===== src/rtl/cic_pkg.sv =====
package cic_pkg;

  localparam int LINES = 8;
  localparam int IDX_W = $clog2(LINES);

  typedef enum logic [1:0] {
    UNIT_MST   = 2'd0,
    UNIT_SLV   = 2'd1,
    UNIT_SENSE = 2'd2,
    UNIT_NONE  = 2'd3
  } cic_unit_e;

  typedef struct packed {
    logic             eoi;
    logic [IDX_W-1:0] eoi_idx;
    logic             smm_we;
    logic             smm_val;
    logic             rsel_we;
    logic             rsel_isr;
  } cic_cmd_t;

  function automatic cic_cmd_t cic_decode(input logic [7:0] b);
    cic_cmd_t c;
    c = '0;
    if (b[4:3] == 2'b01) begin
      c.smm_we   = b[6];
      c.smm_val  = b[5];
      c.rsel_we  = b[1];
      c.rsel_isr = b[0];
    end else if (b[4:3] == 2'b00 && b[7:5] == 3'b011) begin
      c.eoi     = 1'b1;
      c.eoi_idx = b[IDX_W-1:0];
    end
    return c;
  endfunction

endpackage


===== src/rtl/cic_req_bank.sv =====
module cic_req_bank #(
  parameter int LINES = 8
) (
  input  logic             clk,
  input  logic             rst_n,
  input  logic [LINES-1:0] req_i,
  input  logic [LINES-1:0] edge_i,
  input  logic [LINES-1:0] clr_i,
  output logic [LINES-1:0] irr_o
);

  logic [LINES-1:0] prev_q;
  logic [LINES-1:0] irr_q;
  logic [LINES-1:0] rise;

  assign rise  = req_i & ~prev_q;
  assign irr_o = irr_q;

  for (genvar gi = 0; gi < LINES; gi++) begin : g_line
    always_ff @(posedge clk or negedge rst_n) begin
      if (!rst_n) begin
        prev_q[gi] <= 1'b0;
        irr_q[gi]  <= 1'b0;
      end else begin
        prev_q[gi] <= req_i[gi];
        if (edge_i[gi]) irr_q[gi] <= (irr_q[gi] & ~clr_i[gi]) | rise[gi];
        else            irr_q[gi] <= req_i[gi];
      end
    end

    AST_EDGE_SET: assert property (@(posedge clk) disable iff (!rst_n)
      (edge_i[gi] && req_i[gi] && !prev_q[gi]) |=> irr_q[gi]);
    AST_EDGE_HOLD: assert property (@(posedge clk) disable iff (!rst_n)
      (edge_i[gi] && irr_q[gi] && !clr_i[gi]) |=> irr_q[gi]);
    AST_EOI_CLEAR: assert property (@(posedge clk) disable iff (!rst_n)
      (edge_i[gi] && clr_i[gi] && !(req_i[gi] && !prev_q[gi])) |=> !irr_q[gi]);
    AST_LEVEL_TRACK: assert property (@(posedge clk) disable iff (!rst_n)
      !edge_i[gi] |=> (irr_q[gi] == $past(req_i[gi])));
  end

endmodule


===== src/rtl/cic_unit.sv =====
module cic_unit
  import cic_pkg::*;
#(
  parameter logic [LINES-1:0] FORCE_LEVEL = '0
) (
  input  logic             clk,
  input  logic             rst_n,
  input  logic [LINES-1:0] req_i,
  input  logic [LINES-1:0] edge_i,
  input  logic             wr_cmd_i,
  input  logic             wr_mask_i,
  input  logic [7:0]       wdata_i,
  output logic             irq_o,
  output logic [LINES-1:0] irr_o,
  output logic [7:0]       rd_cmd_o,
  output logic [7:0]       mask_o
);

  cic_cmd_t         cmd;
  logic             smm_q;
  logic             rsel_q;
  logic [LINES-1:0] mask_q;
  logic [LINES-1:0] clr;
  logic [LINES-1:0] edge_eff;
  logic [LINES-1:0] irr;

  assign cmd      = cic_decode(wdata_i);
  assign edge_eff = edge_i & ~FORCE_LEVEL;

  always_comb begin
    clr = '0;
    if (wr_cmd_i && cmd.eoi) clr[cmd.eoi_idx] = 1'b1;
  end

  always_ff @(posedge clk or negedge rst_n) begin
    if (!rst_n) begin
      smm_q  <= 1'b0;
      rsel_q <= 1'b0;
      mask_q <= '1;
    end else begin
      if (wr_cmd_i && cmd.smm_we)  smm_q  <= cmd.smm_val;
      if (wr_cmd_i && cmd.rsel_we) rsel_q <= cmd.rsel_isr;
      if (wr_mask_i)               mask_q <= wdata_i;
    end
  end

  cic_req_bank #(.LINES(LINES)) u_bank (
    .clk   (clk),
    .rst_n (rst_n),
    .req_i (req_i),
    .edge_i(edge_eff),
    .clr_i (clr),
    .irr_o (irr)
  );

  assign irq_o    = smm_q & |(irr & ~mask_q);
  assign irr_o    = irr;
  assign rd_cmd_o = rsel_q ? 8'h00 : irr;
  assign mask_o   = mask_q;

  AST_CMD_INERT: assert property (@(posedge clk) disable iff (!rst_n)
    (wr_cmd_i && !cmd.eoi && !cmd.smm_we && !cmd.rsel_we) |=> ($stable(smm_q) && $stable(rsel_q)));
  AST_MASK_KEEP: assert property (@(posedge clk) disable iff (!rst_n)
    !wr_mask_i |=> $stable(mask_q));

endmodule


===== src/rtl/cascaded_irq_ctrl.sv =====
module cascaded_irq_ctrl
  import cic_pkg::*;
#(
  parameter int CASC_LINE = 2
) (
  input  logic       clk,
  input  logic       rst_n,
  input  logic [7:0] irq_mst,
  input  logic [7:0] irq_slv,
  input  logic       bus_wr,
  input  logic       bus_rd,
  input  logic [1:0] bus_unit,
  input  logic       bus_addr,
  input  logic [7:0] bus_wdata,
  output logic [7:0] bus_rdata,
  output logic       irq_out
);

  localparam logic [LINES-1:0] CASC_MASK = LINES'(1) << CASC_LINE;

  logic [7:0] sense_m_q, sense_s_q;
  logic [7:0] m_req;
  logic       slv_irq;
  logic [7:0] m_irr, s_irr;
  logic [7:0] m_rd_cmd, s_rd_cmd, m_mask, s_mask;
  logic [7:0] rd_mux;
  logic       sel_m, sel_s, sel_sense;

  assign sel_m     = bus_unit == UNIT_MST;
  assign sel_s     = bus_unit == UNIT_SLV;
  assign sel_sense = bus_unit == UNIT_SENSE;

  always_ff @(posedge clk or negedge rst_n) begin
    if (!rst_n) begin
      sense_m_q <= '0;
      sense_s_q <= '0;
    end else if (bus_wr && sel_sense) begin
      if (bus_addr) sense_s_q <= bus_wdata;
      else          sense_m_q <= bus_wdata;
    end
  end

  always_comb begin
    m_req            = irq_mst;
    m_req[CASC_LINE] = irq_mst[CASC_LINE] | slv_irq;
  end

  cic_unit #(.FORCE_LEVEL('0)) u_slv (
    .clk      (clk),
    .rst_n    (rst_n),
    .req_i    (irq_slv),
    .edge_i   (~sense_s_q),
    .wr_cmd_i (bus_wr && sel_s && !bus_addr),
    .wr_mask_i(bus_wr && sel_s && bus_addr),
    .wdata_i  (bus_wdata),
    .irq_o    (slv_irq),
    .irr_o    (s_irr),
    .rd_cmd_o (s_rd_cmd),
    .mask_o   (s_mask)
  );

  cic_unit #(.FORCE_LEVEL(CASC_MASK)) u_mst (
    .clk      (clk),
    .rst_n    (rst_n),
    .req_i    (m_req),
    .edge_i   (~sense_m_q),
    .wr_cmd_i (bus_wr && sel_m && !bus_addr),
    .wr_mask_i(bus_wr && sel_m && bus_addr),
    .wdata_i  (bus_wdata),
    .irq_o    (irq_out),
    .irr_o    (m_irr),
    .rd_cmd_o (m_rd_cmd),
    .mask_o   (m_mask)
  );

  always_comb begin
    unique case (bus_unit)
      UNIT_MST:   rd_mux = bus_addr ? m_mask : m_rd_cmd;
      UNIT_SLV:   rd_mux = bus_addr ? s_mask : s_rd_cmd;
      UNIT_SENSE: rd_mux = bus_addr ? sense_s_q : sense_m_q;
      default:    rd_mux = 8'h00;
    endcase
  end

  always_ff @(posedge clk or negedge rst_n) begin
    if (!rst_n)      bus_rdata <= 8'h00;
    else if (bus_rd) bus_rdata <= rd_mux;
  end

  AST_CASC_FOLLOW: assert property (@(posedge clk) disable iff (!rst_n)
    slv_irq |=> m_irr[CASC_LINE]);
  AST_SLV_IDLE: assert property (@(posedge clk) disable iff (!rst_n)
    (s_irr == 8'h00) |-> !slv_irq);
  AST_RDATA_HOLD: assert property (@(posedge clk) disable iff (!rst_n)
    !bus_rd |=> $stable(bus_rdata));
  AST_SENSE_KEEP: assert property (@(posedge clk) disable iff (!rst_n)
    !(bus_wr && sel_sense) |=> ($stable(sense_m_q) && $stable(sense_s_q)));

endmodule


===== config.mk =====
export PLATFORM = sky130hd
export DESIGN_NAME = cascaded_irq_ctrl
export DESIGN_NICKNAME = d
export VERILOG_FILES = /design/src/rtl/cic_pkg.sv /design/src/rtl/cic_req_bank.sv /design/src/rtl/cic_unit.sv /design/src/rtl/cascaded_irq_ctrl.sv
export SDC_FILE = /design/constraint.sdc
export NUM_CORES = 1
export LEC_CHECK = 0
export ABC_AREA = 1
export CAP_MARGIN = 0
export CORE_MARGIN = 2
export CORE_UTILIZATION = 51
export DETAILED_ROUTE_END_ITERATION = 12
export PLACE_DENSITY = 0.81
export SLEW_MARGIN = 15
export SYNTH_ARGS = -nofsm -noshare
export SYNTH_HDL_FRONTEND = slang
export SYNTH_SLANG_ARGS = --single-unit

===== constraint.sdc =====
create_clock -name clk -period 1.29 [get_ports clk]
set_clock_uncertainty 0.2 [all_clocks]
set_input_delay 0.387 -clock clk [delete_from_list [all_inputs] [get_ports clk]]
set_output_delay 0.387 -clock clk [all_outputs]
set_load 0.01 [all_outputs]

# After elaboration in Yosys (flattened, before gate mapping)
# Index checks and enable logic that the tools add are counted.
[totals]
input_bits = 31
wordCells = 155
out_inout_bits = 9
ff_bits = 75
[classes]
magnitude_cmp = 2
reduce_logical = 22
n_bitwise = 59
eq_ne = 4
mux = 28
[op_table]
columns = ["operator", "count"]
rows = [
  ["$mux W8", 7],
  ["$not A8 Y8", 6],
  ["$and A8 B8 Y8", 4],
  ["$pmux W8 S3", 1],
  ["$and A1 B1 Y1", 17],
  ["$mux W1", 16],
  ["$not A1 Y1", 16],
  ["$or A1 B1 Y1", 16],
  ["$reduce_or A8 Y1", 2],
  ["$logic_and A1 B1 Y1", 15],
  ["$mux W4", 3],
  ["$eq A2 B1 Y1 const B", 2],
  ["$logic_not A2 Y1", 2],
  ["$lt A3 B4 Y1 const B", 1],
  ["$reduce_and A2 Y1", 2],
  ["$demux W1 S3", 1],
  ["$eq A3 B2 Y1 const B", 1],
  ["$ge A3 B1 Y1 const B", 1],
  ["$eq A2 B2 Y1 const B", 1],
  ["$logic_not A1 Y1", 1],
]

# Logic depth before layout (Yosys ltp)
# Gate-level depths: netlist of the first run.
[depth]
depth_word = 13
depth_mapped = 8
depth_no_buf = 8

# Modules after synthesis
# A second synthesis of the first run with hierarchy kept.
[unflattened]
cells_unflattened = 542
hier_area_um2 = 4027.6
[modules_own_cells]
columns = ["module", "cells_per_inst", "area_each_um2", "n_inst", "seq_area_each_um2"]
rows = [
  ["cascaded_irq_ctrl", 233, 1589.0, 1, 600.6],
  ["cic_req_bank", 56, 560.5, 2, 400.4],
  ["cic_unit at u_mst", 99, 670.6, 1, 260.2],
  ["cic_unit at u_slv", 98, 646.9, 1, 260.2],
]

# Worst setup path after synthesis of the first run
# Ideal clock, no wire load.
[synth_timing]
kind = "reg2out"
start = "register u_mst.mask_q[2], in the netlist u_mst.mask_o[2]"
end = "output irq_out"
required_time_ns = 0.703
path_stages_with_launch = 6
arrival_ns = 0.868
path_buffers = 0
slack_ns = -0.165
cell_sequence = "dfstp_2 inv_1 nand2_1 o21ai_0 nor2_1 a21boi_0"
[synth_via]
elab_chain_cells = 4
[synth_rtl]
columns = ["item", "line", "rtl"]
rows = [
  ["start, declared", "cic_unit.sv:22", "logic [LINES-1:0] mask_q;"],
  ["start signal, assigned", "cic_unit.sv:43", "if (wr_mask_i) mask_q <= wdata_i;"],
  ["$not A8 Y8", "cic_unit.sv:56", "assign irq_o = smm_q & |(irr & ~mask_q);"],
  ["$and A8 B8 Y8", "cic_unit.sv:56", ""],
  ["$reduce_or A8 Y1", "cic_unit.sv:56", ""],
  ["$and A1 B1 Y1", "cic_unit.sv:56", ""],
  ["end, declared", "cascaded_irq_ctrl.sv:16", "output logic irq_out"],
]
# Every way passes these cells.

# Worst setup path after layout of the first run
# Same ends and word-level chain as after synthesis.

==> results of run 1 <==
## kinds of logic after synthesis
family | after synthesis | synth area share [%]
AND/OR/NAND/NOR | 254 | 30.0
flip-flops | 75 | 52.6
AO/OA/AOI/OAI | 66 | 10.9
buffers and inverters | 54 | 6.42
## state kept, by name (all words and copies together) (netlist names)
signal	flops
u_slv.smm_q	1
u_mst.u_bank.irr_o	8
bus_rdata	8
sense_m_q	8
u_slv.u_bank.prev_q	8
u_slv.mask_o	8
u_slv.u_bank.irr_o	8
sense_s_q	8
u_mst.smm_q	1
u_mst.rsel_q	1
u_slv.rsel_q	1
u_mst.u_bank.prev_q	7
u_mst.mask_o	8
## final cells by class
cell class,instances,area share [%]
Tap cell,96,2.34
Multi-Input combinational cell,320,35.1
Inverter,45,3.53
Timing Repair Buffer,105,18.3
Clock buffer,12,2.83
Clock inverter,4,0.974
Sequential cell,75,36.9
## path summary, 6_finish.rpt
check	start	endpoint	slack, ps	depth (start not counted)
min reg2reg	u_slv.mask_o[6]$_DFFE_PN1P_	u_slv.mask_o[6]$_DFFE_PN1P_	300	2
min in group asynchronous	rst_n	u_slv.u_bank.prev_q[3]$_DFF_PN0_	340	3
max	u_mst.mask_o[2]$_DFFE_PN1P_	irq_out	-700	6
min	bus_wdata[7]	u_slv.mask_o[7]$_DFFE_PN1P_	200	4
max reg2reg	u_slv.mask_o[7]$_DFFE_PN1P_	u_mst.u_bank.irr_o[2]$_DFF_PN0_	-120	5
max in group asynchronous	rst_n	u_mst.mask_o[0]$_DFFE_PN1P_	230	3
## report_power, final
part	switching (mW)	total [mW]	leakage, nW	internal, mW
sequential	0.307	3.12	0.873	2.81
clock	0.888	1.83	0.0926	0.944
combinational	0.988	1.80	1.56	0.815
total	2.18	6.75	2.53	4.57
## critical path, delay by kind of cell, from the launching register on
family / cells / cell delay, ps
compound gates: 2 / 120
simple gates: 2 / 200
flops: 1 / 540
buf+inv: 2 / 180
## cell usage in the layout, fill, tap and decap left out, types with 2 or more instances in the layout
master and n:
a21oi_1 6, clkbuf_8 10, inv_2 4, inv_1 38, nand3_4 6, buf_6 7
nand2_1 167, o21ai_2 10, nor2_8 2, nor3_1 2, o21ai_1 11, dfstp_2 16
o22ai_2 2, nor2_1 22, buf_12 7, inv_4 2, clkinvlp_4 2, dfrtp_1 59
buf_2 11, buf_4 55, clkdlybuf4s50_1 17, clkbuf_2 2, o21ai_0 22, dlygate4sd2_1 2
o22ai_1 5, nand2_2 13, nor2_4 12, nand3_2 21, nor2_2 3, o211ai_1 8
clkbuf_1 2, buf_8 3
## what timing repair did
item,CTS,global route
resized for setup,105,43
gates cloned,0,0
pin swaps,30,50
hold buffers,1,0
endpoints found under the hold margin,59,0
buffers inserted,13,6
setup endpoints to repair,69,45
## metrics by stage
| stage | power [mW] | hold WS [ps] | setup TNS (ps) |
|---|---|---|---|
| 5_1_grt | 7.08 | 202 | -4480 |
| 3_3_place_gp | 4.62 | 195 | -41960 |
| 2_1_floorplan | 3.91 | -109 | -1040 |
| 4_1_cts | 6.60 | 230 | -2230 |
| 3_5_place_dp | 4.69 | 196 | -43390 |
| 6_report | 6.75 | 198 | -2960 |
## per-layer routing
layer / GRT usage, % / up-vias / part of all wire, %
met5: 0 / - / 0
met4: 15.7 / 0 / 7.4
met3: 7.82 / 79 / 8.7
met2: 49.0 / 237 / 47
met1: 34.4 / 1707 / 36
li1: - / 1648 / -
==> results.md, run 1 <==
- Count of endpoints failing setup in the final report: 28
- Place WS: -804 ps
- Data arrival, critical path: 1400 ps
- Status: finished, violations left
- Asr flop ratio synth: 100%
- Final instance area: 5140 sq um
- IO Port Bufs: 39
- IO Count: 40
- Leak: approximately 2.5 nW
- Pin count of the biggest net entering global routing: 55
- CTS tree: yes
- Drt wl/cell: ~17 microns
- Synth Register Bits: 75
- Global-route usage over all layers: 29.3%
- Synth Area per Inst: 8.03 sq um
- Instance count of the mapped netlist: 449
- Placed Area: 4590 sq um
- Fin util: 75.2%
- Htree depth: 3
- Most common cell in the netlist: nand2_1
- Final worst-path setup slack: -700 ps
- Worst Max-Slew Pin Slew: around 350 ps
- DRT antenna net count: 0
- Area occupied by multi-input gates: ~1800 sq um
- Post-synth EDFFs: 0
- Final period utilization: 154%
- Row cnt: 30
- Final WL: 11200 microns
- Initial Utilization: 52.8%
- Fin cells: ~660
- Max_cap viols: 0
- Top-area cell type share of the netlist area: between 40% and 50%
- Layout cells sized above 1: a little over a third
- Placed Cells: 623
- Yosys Warn Count: 0
- Initial antenna violation count: 0
- CTS Root Cell: clkbuf_8
- Cells along the critical path: inv_2, nand2_1, o21ai_1, nor2_1, a21boi_2, buf_2
- Nets@finish: 587
- Area grow syn2layout: 42.5%
- Synth cell count leaders: nand2_1, dfrtp_1, inv_1
- Synth area leader: dfrtp_1
- FF/Latch Area: 1900 sq um
- Unrepaired setup endpoints after global routing: true
- Net Count, Synth: 480
- Cts bufs inserted: 9
- Req. time, crit path: roughly 700 ps
- Synthesized area: approximately 3600 sq um
- Skew-Pair Late Insertion Delay: about 360 ps
- GPL Wtd Cong: 0.922
- Tightest Hold Check Type: primary input to flip-flop
- Total number of vias: between 3k and 4k
- Post-DP HPWL: ~7000 microns
- Slowest stage delay, CP: 540 ps
- Period minus WS final: 1990 ps
- Failing checks: negative setup slack
- Full die area: 7760 sq um
- Slew headroom: 76.1%
- # clock sinks: 75
- Longest Clk Path Bufs: 2
- Fmax: 502 MHz
- Seq/Total Area, Yosys: a little over half
- Final Max Tran Viols: 0
- Unique masters post-synth: 25
- Diodes inserted: 0
- CTS clock-pin slew for the worst setup and hold paths: 80 ps
- First-pass GRT wire length: 16800 microns
- Critical path class: flip-flop to output port
- Total iterations of the first detailed-routing run: 5
- Via density: around 5.6
- Die height: 88.1 microns
- Gr ovfl total: 0
- CP Max Fanout: 2
- Peak VDD IR: around 900 uV
- Core area: slightly below 7000 sq um
- Most used DFF post-synth: dfrtp_1
- Iter 0 DRT Violations: 357
- Hold Vio Cnt, Final: 0
- FILL cells: 444
- Synth area leaders: dfrtp_1, nand2_1, dfstp_2
- Power Dens Cells: 1310 nW/um^2
- Crit path launch type: flip-flop
- CP endpoint kind: output port
- Vias in the first global route: 3503
- Die W: 88.1 microns
- CP max stage cell: dfstp_2
- Residual DRC: 0
Note: power is estimated with default switching activity, not from simulation.
==> run 2: changes to the inputs <==
Settings changed: MAX_ROUTING_LAYER set to met4.
==> run 2 against run 1 <==
Net effect:
- the run still ends with negative setup slack left
- largest cell class unchanged
- critical endpoint unchanged
- combinational power is essentially flat
- die area did not move
- maximum frequency grew 2.4%
- largest power group unchanged
==> results.md, run 2 (synthesized netlist as in run 1, its figures left out) <==
- Status: finished, violations left
- Failing checks: negative setup slack
- CP endpoint kind: output port
- Longest Clk Path Bufs: 2
- CTS tree: yes
- R2R cell count: 7
- Power share of the clock group: between 30% and 40%
- DRT antenna net count: 0
- Placed Area: 4600 sq um
- Gr ovfl total: 0
- Hold Vio Cnt, Final: 0
- Commonest non-fill, non-tap cell in the layout: nand2_1
- Nets@finish: 586
- Via density: 5.66
- Unrepaired setup endpoints after global routing: true
- Die height: 88.1 microns
- Final period utilization: 151%
- Residual DRC: 0
- Vias in the first global route: 3578
- Peak VDD IR: a little under 800 uV
- Pin count of the biggest net entering global routing: 34
- Most frequent cells in the layout: nand2_1, dfrtp_1, buf_4
- Worst Max-Slew Pin Slew: 363 ps
- Data arrival, critical path: between 1000 and 1500 ps
- Total iterations of the first detailed-routing run: 5
- Fmax: just over 500 MHz
- Count of endpoints failing setup in the final report: 28
- First-pass GRT wire length: roughly 17000 microns
- Global-route usage over all layers: 30.7%
- IO Count: 40
- Iter 0 DRT Violations: 388
- Slew headroom: 75.6%
- Crit path launch: u_mst.mask_o[2]$_DFFE_PN1P_
- Sw power: 2.21 mW
- CP max stage cell: dfstp_2
- Final WL: 11500 microns
- Gate power share: approximately 25%
- Sequential power share: roughly 44%
- Period minus WS final: 1940 ps
- Max_cap viols: 0
- Final instance area: 5160 sq um
- Cts bufs inserted: 9
- Crit path launch type: flip-flop
- Final Max Tran Viols: 0
- Pint: 4.94 mW
- Area grow syn2layout: 43.0%
- Reg2reg start: u_slv.rsel_q$_DFFE_PN0P_
- Drt wl/cell: 17.6 microns
- Leak: 2.55 nW
- Post-DP HPWL: around 7400 microns
- CP Max Fanout: 2
- Total number of vias: 3716
- Power Dens Cells: 1390 nW/um^2
- Diodes inserted: 0
- Place WS: -856 ps
- Placed Cells: 622
- Switch share: between 30 and 40%
- Skew-Pair Late Insertion Delay: between 300 and 400 ps
- Critical path class: flip-flop to output port
- Layout cells sized above 1: between 30% and 40%
- # clock sinks: 75
- Req. time, crit path: 700 ps
- Initial Utilization: 52.8%
- Htree depth: 3
- Cells along the critical path: inv_2, nand2_1, o21ai_1, nor2_1, a21boi_2, buf_2
- IO Port Bufs: 39
- Slowest stage delay, CP: 540 ps
- Die W: 88.1 microns
- CTS clock-pin slew for the worst setup and hold paths: 80 ps
- GPL Wtd Cong: 0.946
- Row cnt: 30
- Final worst-path setup slack: -653 ps
- Core area: 6830 sq um
- Fin cells: between 600 and 700
- Initial antenna violation count: 0
- FILL cells: between 400 and 500
- CTS Root Cell: clkbuf_8
- Tightest Hold Check Type: primary input to asynchronous set/reset pin
- Full die area: 7760 sq um
==> run 2: cell count changes in the layout (fill, tap and decap cells not counted), moves of 4 or more <==
cell / before / now
nand2_2: 13 / 22
o21ai_1: 11 / 7
nand3_2: 21 / 15
nand2_1: 167 / 158
nand3_1: 1 / 7
o21ai_0: 22 / 26
==> run 2: what timing repair did <==
action	in CTS	in global routing
gates resized for setup	107	49
endpoints found under the setup margin	69	49
endpoints found under the hold margin	59	0
pin swaps	24	43
buffers inserted	11	7
hold buffers	1	0
==> run 2: worst paths after layout <==
kind	end	slack, ps
max in group asynchronous	u_slv.mask_o[7]$_DFFE_PN1P_	210
setup reg to reg	bus_rdata[7]$_DFFE_PN0P_	-110
hold reg to reg	u_mst.u_bank.irr_o[5]$_DFF_PN0_	290
min in group clk	u_slv.mask_o[4]$_DFFE_PN1P_	220
setup / recovery	irq_out	-650
hold / removal	u_slv.u_bank.prev_q[2]$_DFF_PN0_	160
==> run 2: cell type report <==
class                           instances  area [sq um]  share of cell area, %
Sequential cell                        75          1900                   36.8
Multi-Input combinational cell        320          1800                   34.9
Timing Repair Buffer                  104           917                   17.8
Inverter                               45           181                   3.52
Clock buffer                           11           141                   2.74
Tap cell                               96           120                   2.33
Clock inverter                          5           100                   1.94
==> run 2: worst max-delay path: cells and delay by family (launching register included) <==
family,cells,cell delay (ps)
AND/OR/NAND/NOR,2,170
AO/OA/AOI/OAI,2,120
flip-flops,1,540
buffers and inverters,2,170
==> run 2: routing by layer <==
layer,vias to the layer above,track usage (%),routed length (microns)
met2,255,49.4,5560
met5,-,-,0
met1,1728,35.2,4260
li1,1650,-,-
met4,0,19.3,794
met3,83,5.75,915
==> run 2: metrics by stage <==
step | setup TNS, ps | hold slack (ps) | total power [mW] | utilization [%]
global placement | -42030 | -1.53 | 4.63 | 67.3
detailed placement | -44200 | -2.13 | 4.71 | 67.3
floorplan | -1040 | -109 | 3.91 | -
finish | -2930 | 164 | 7.15 | 75.5
global route | -3800 | 174 | 7.45 | 75.5
CTS | -2340 | 162 | 6.96 | 73.2
==> run 2: power groups by stage <==
stage | sequential [mW] | clock, mW | combinational [mW]
floorplan | 3.07 | 0 | 0.842
global placement | 3.12 | 0 | 1.51
detailed placement | 3.14 | 0 | 1.57
CTS | 3.10 | 2.23 | 1.63
global route | 3.16 | 2.34 | 1.95
finish | 3.13 | 2.24 | 1.78
==> run 3: changes to the inputs <==
Settings changed: MAX_ROUTING_LAYER met4 to not set.
==> results of run 3 <==
The final DEF is identical to that of run 1; final timing and power are the same.
